$ cat src/rtl/clkseq_pkg.sv
package clkseq_pkg;

  typedef enum logic [1:0] {
    PH_PIN     = 2'b01,
    PH_STRETCH = 2'b10,
    PH_RUN     = 2'b11
  } rst_phase_e;

  // Enable for a clock divided by 2**l: true when the low l counter bits are all ones.
  function automatic logic div_enable(input logic fast, input logic [7:0] c,
                                      input int unsigned fast_l, input int unsigned slow_l);
    logic [7:0] mf;
    logic [7:0] ms;
    mf = 8'((1 << fast_l) - 1);
    ms = 8'((1 << slow_l) - 1);
    return fast ? ((c & mf) == mf) : ((c & ms) == ms);
  endfunction

  // 50% square wave of a clock divided by 2**l (l >= 1); l == 0 yields 0.
  function automatic logic sq_bit(input logic [7:0] c, input int unsigned l);
    logic [7:0] s;
    s = c >> ((l == 0) ? 0 : (l - 1));
    return (l == 0) ? 1'b0 : s[0];
  endfunction

endpackage

$ cat src/rtl/clkseq_sync.sv
module clkseq_sync #(
  parameter int unsigned STAGES = 2
) (
  input  logic clk,
  input  logic rst_n,
  output logic sync_o
);
  logic [STAGES-1:0] sh_q;

  always_ff @(posedge clk or negedge rst_n) begin
    if (!rst_n) sh_q <= '0;
    else        sh_q <= {sh_q[STAGES-2:0], 1'b1};
  end

  assign sync_o = sh_q[STAGES-1];
endmodule

$ cat src/rtl/clkseq_phase.sv
module clkseq_phase
  import clkseq_pkg::*;
#(
  parameter int unsigned STRETCH_CYCLES = 256
) (
  input  logic       clk,
  input  logic       rst_n,
  input  logic       pin_ok,
  output rst_phase_e phase_o,
  output logic       run_o
);
  localparam int unsigned SW = $clog2(STRETCH_CYCLES + 1);

  rst_phase_e    phase_q;
  logic [SW-1:0] scnt_q;
  logic          stretch_done;

  assign stretch_done = (scnt_q == SW'(STRETCH_CYCLES - 1));

  always_ff @(posedge clk or negedge rst_n) begin
    if (!rst_n) begin
      phase_q <= PH_PIN;
      scnt_q  <= '0;
    end else begin
      case (phase_q)
        PH_PIN: begin
          if (pin_ok) begin
            phase_q <= PH_STRETCH;
            scnt_q  <= '0;
          end
        end
        PH_STRETCH: begin
          if (!pin_ok)           phase_q <= PH_PIN;
          else if (stretch_done) phase_q <= PH_RUN;
          else                   scnt_q  <= scnt_q + 1'b1;
        end
        PH_RUN: begin
          if (!pin_ok) phase_q <= PH_PIN;
        end
        default: phase_q <= PH_PIN;
      endcase
    end
  end

  assign phase_o = phase_q;
  assign run_o   = (phase_q == PH_RUN);

  AST_NO_STRETCH_SKIP: assert property (@(posedge clk) disable iff (!rst_n)
    (phase_q == PH_PIN) |=> (phase_q != PH_RUN));
  AST_RUN_HOLDS: assert property (@(posedge clk) disable iff (!rst_n)
    (phase_q == PH_RUN) |=> (phase_q == PH_RUN));
endmodule

$ cat src/rtl/clkseq_div.sv
module clkseq_div
  import clkseq_pkg::*;
#(
  parameter int unsigned SLOW_LOG2 = 3,
  parameter int unsigned CPU_L     = 0,
  parameter int unsigned PER_L     = 1,
  parameter int unsigned MEM_L     = 1,
  parameter int unsigned AUX_L     = 3
) (
  input  logic       clk,
  input  logic       rst_n,
  input  logic       run_req,
  output logic [2:0] en_o,
  output logic       mem_sq_o,
  output logic       aux_sq_o
);
  localparam int unsigned CW = SLOW_LOG2;
  localparam int unsigned LOGS [3] = '{CPU_L, PER_L, MEM_L};

  logic [CW-1:0] cnt_q;
  logic          fast_q;
  logic          wrap;

  // Free-running: every start value is a legal point in the cycle.
  always_ff @(posedge clk) cnt_q <= cnt_q + 1'b1;

  assign wrap = &cnt_q;

  always_ff @(posedge clk or negedge rst_n) begin
    if (!rst_n)    fast_q <= 1'b0;
    else if (wrap) fast_q <= run_req;
  end

  for (genvar i = 0; i < 3; i++) begin : g_en
    assign en_o[i] = div_enable(fast_q, 8'(cnt_q), LOGS[i], SLOW_LOG2);
  end

  assign mem_sq_o = sq_bit(8'(cnt_q), fast_q ? MEM_L : SLOW_LOG2);
  assign aux_sq_o = sq_bit(8'(cnt_q), AUX_L);

  AST_RATIO_ON_WRAP: assert property (@(posedge clk) disable iff (!rst_n)
    (fast_q != $past(fast_q)) |-> (cnt_q == '0));

  if (PER_L > 0) begin : g_per_chk
    AST_FAST_PER_ALT: assert property (@(posedge clk) disable iff (!rst_n)
      (fast_q && en_o[1]) |=> !en_o[1]);
  end
endmodule

$ cat src/rtl/rstphase_clkgen.sv
module rstphase_clkgen
  import clkseq_pkg::*;
#(
  parameter int unsigned STRETCH_CYCLES = 256,
  parameter int unsigned SYNC_STAGES    = 2
) (
  input  logic       clk_in,
  input  logic       rst_pin_n,
  input  logic       ext_clk_in,
  input  logic       ext_src_sel,
  output logic       int_rst_n,
  output logic       cpu_clk_en,
  output logic       per_clk_en,
  output logic       mem_clk_en,
  output logic       mem_clk_out,
  output logic       aux_clk_out,
  output logic [1:0] phase_o
);
  logic       pin_ok;
  logic       run;
  rst_phase_e phase;
  logic [2:0] en;
  logic       mem_sq;

  clkseq_sync #(.STAGES(SYNC_STAGES)) i_sync (
    .clk(clk_in), .rst_n(rst_pin_n), .sync_o(pin_ok)
  );

  clkseq_phase #(.STRETCH_CYCLES(STRETCH_CYCLES)) i_phase (
    .clk(clk_in), .rst_n(rst_pin_n), .pin_ok(pin_ok),
    .phase_o(phase), .run_o(run)
  );

  clkseq_div i_div (
    .clk(clk_in), .rst_n(rst_pin_n), .run_req(run),
    .en_o(en), .mem_sq_o(mem_sq), .aux_sq_o(aux_clk_out)
  );

  assign cpu_clk_en  = en[0];
  assign per_clk_en  = en[1];
  assign mem_clk_en  = en[2];
  assign int_rst_n   = run;
  assign phase_o     = phase;
  assign mem_clk_out = ext_src_sel ? ext_clk_in : mem_sq;

  AST_SLOW_LOCKSTEP: assert property (@(posedge clk_in) disable iff (!rst_pin_n)
    !int_rst_n |-> ((cpu_clk_en == per_clk_en) && (per_clk_en == mem_clk_en)));
  AST_SLOW_GAP: assert property (@(posedge clk_in) disable iff (!rst_pin_n)
    (!int_rst_n && cpu_clk_en) |=> !cpu_clk_en);
endmodule

$ cat config.mk
export PLATFORM = sky130hd
export DESIGN_NAME = rstphase_clkgen
export DESIGN_NICKNAME = d
export VERILOG_FILES = /design/src/rtl/clkseq_pkg.sv /design/src/rtl/clkseq_sync.sv /design/src/rtl/clkseq_phase.sv /design/src/rtl/clkseq_div.sv /design/src/rtl/rstphase_clkgen.sv
export SDC_FILE = /design/constraint.sdc
export NUM_CORES = 1
export LEC_CHECK = 0
export ABC_CLOCK_PERIOD_IN_PS = 2400
export BUFFER_PORTS_ARGS = -buffer_cell sky130_fd_sc_hd__buf_2
export CORE_UTILIZATION = 50
export CTS_CLUSTER_SIZE = 20
export DETAILED_ROUTE_END_ITERATION = 12
export PLACE_DENSITY = 0.71
export SLEW_MARGIN = 5
export SYNTH_ARGS = -nofsm -noshare
export SYNTH_HDL_FRONTEND = slang
export SYNTH_SLANG_ARGS = --single-unit
$ cat constraint.sdc
create_clock -name clk_in -period 2.4 [get_ports clk_in]
set_input_delay 0 -clock clk_in [delete_from_list [all_inputs] [get_ports clk_in]]
set_output_delay 0 -clock clk_in [all_outputs]
set_load 0.02 [all_outputs]
==> metrics.csv <==
metric;value;unit
status;complete, no violations;
max_clock_freq;457;MHz
drive_gt1_share;20.6;%
synth_seq_cells;17;
power_density;767;nW/um^2
antenna_found_initial;0;
synth_common_cells;dfrtp_1, ha_1, nand2_1;
synth.area.top_cells;dfrtp_1, ha_1, dfxtp_1, mux2i_1, mux2_2;
io_pins;12;
clkLatencyLatePin;0.28;ns
drv_slew;0;
critPathBufInv;0;
die_area;1870;sq um
core;1540;sq um
path_depth;7;
clockBufferDepth;2;
synth_area_per_cell;10.3;sq um
max-vdd-ir-drop;0.411;mV
drt-pass1-iter-count;4;
wl_per_cell;11.8;um
cts_inserted_buffers;3;
critical_path.max_stage_delay;0.55;ns
synth_area_leader_cell;dfrtp_1;
ff2ff_setup_slack;0.21;ns
synthXorXnorAreaFrac;1.03;%
synth_top_family_by_area;simple AND/OR/NAND/NOR gates;
yosysMostFrequentCell;dfrtp_1;
start_util;55.3;%
cts-root-buf;clkbuf_4;
grt_max_degree;15;
skew;0.00178;ns
diodes;0;
arrival;2.40;ns
yosysWarnings;0;
power;0.000731;W
worstRegToRegCells;7;
totalWireLength;1330;um
path_cells;ha_1 -> nand3_1 -> nor3_1 -> ha_1 -> nand3b_2 -> or4_1 -> a21oi_1;
synth_compound_area_share;8.08;%
yosys.area_share.simple;17.8;%
hold_class;input pin to asynchronous set/reset pin;
grt_pass1_wl;2360;um
syn_nets;95;
min_period;2.19;ns
dp_slack;0.245;ns
vias;611;
tns;0;ns
area_growth;11.7;%
avgViaCountPerCell;5.41;
synth_area;852;sq um
p_leak;0.452;nW
yosysSeqAreaShare;48.3;%
required;2.61;ns
crit_family;simple AND/OR/NAND/NOR gates;
drv_cap;0;
clock-sinks;17;
setup_ws;0.212;ns
cp_common_cell;ha_1;
path_clk_slew;0.09;ns
synthArstFlopShare;82.4;%
htreeDepth;1;
route.detailed.drc;0;
ant_nets;0;
netlist.area_leader.share;38.2;%
cts_tree;done;
timing.final.crit_share;91.2;%
hold_viol;0;
setup_viol;0;
grt_pass1_vias;567;
die_w;43.3;um
synth-main-ff-cell;dfrtp_1;
overflow;0;
fin_nets;110;
chipHeight;43.3;um
criticalPathCategory;flip-flop to flip-flop;
synthCells;83;
grt.total_usage;17.3;%
crit_slowest_cell;or4_1;
cp-end-kind;flip-flop;
synth_fa_ha_area_share;11.7;%
final_util;61.8;%
rsz0062_at_grt;false;
cts.repair.resized;0;
worst_setup_path_start_kind;flip-flop;
port_buffers;11;
gp_congestion;0.751;
synthMuxAreaShare;8.66;%
hpwl;992;um
std_cell_rows;14;
ys_types;28;
cp_max_fo;14;
drtIter0Drc;11;
synth_edf_count;0;
-- final timing paths --
check | to | startpoint
setup / recovery | i_phase.scnt_q[5] | i_phase.scnt_q[0]
hold / removal | i_phase.scnt_q[5] | rst_pin_n
setup reg to reg | i_phase.scnt_q[5] | i_phase.scnt_q[0]
hold reg to reg | i_sync.sh_q[1] | i_sync.sh_q[0]
max in group asynchronous | i_phase.phase_o[0] | rst_pin_n
min in group clk_in | mem_clk_out | ext_src_sel
-- layer usage --
metal	part of all wire, %	wire length, um	track usage (%)	vias to the layer above
met5	0	0	0	-
met4	0.75	10	7.27	0
met3	2.4	32	6.38	2
met2	48	637	25.4	5
met1	49	650	22.8	289
li1	-	-	-	315
-- where the power goes --
group | total (W) | internal, W | switching, W
sequential | 0.000358 | 0.000323 | 0.0000351
combinational | 0.000225 | 0.0000881 | 0.000137
clock | 0.000147 | 0.0000644 | 0.0000827
total | 0.000731 | 0.000476 | 0.000255
-- placed cells by master (no fill, tap or decap), types with 2 or more instances in the layout --
cell / n
ha_1: 8
inv_1: 6
clkbuf_4: 3
buf_2: 11
dfxtp_1: 3
dfrtp_1: 13
nand2_1: 8
mux2_2: 3
nor2_1: 4
o31ai_1: 2
a21oi_1: 3
o21ai_0: 5
mux2i_1: 4
nand3_1: 6
nand2b_1: 2
nor3_1: 2
-- sequential cells by signal, summed over array words and instances, names as in the netlist --
signal and count:
i_phase.scnt_q 9, i_div.cnt_q 3, i_phase.phase_o 2, i_sync.sh_q 2
i_div.fast_q 1
-- kinds of logic after synthesis --
logic type | count (synthesis)
muxes | 7
xor gates and xnor gates | 1
other | 1
AOI/OAI and AO/OA | 12
DFF | 17
buffers and inverters | 8
and+or+nand+nor | 29
adders and majority gates | 8
-- area by class of cell --
type                            instances  area (sq um)
Fill cell                             133           589
Sequential cell                        17           412
Multi-Input combinational cell         58           407
Timing Repair Buffer                   12          65.1
Clock buffer                            4          26.3
Inverter                                6          22.5
Tap cell                               16          20.0
-- metrics by stage --
stage	cell area [sq um]	std cells	hold WS (ns)
finish	952	113	0.132
global route	952	113	0.138
CTS	952	113	0.136
detailed placement	916	108	-0.0869
global placement	916	108	-0.0902
floorplan	852	83	-0.296
-- repair_timing --
item                                   4_1_cts  5_1_grt
endpoints found under the hold margin       14        0
hold buffers                                 1        0
buffers inserted                             0        0
No activity file was read; power rests on OpenSTA's default activity.
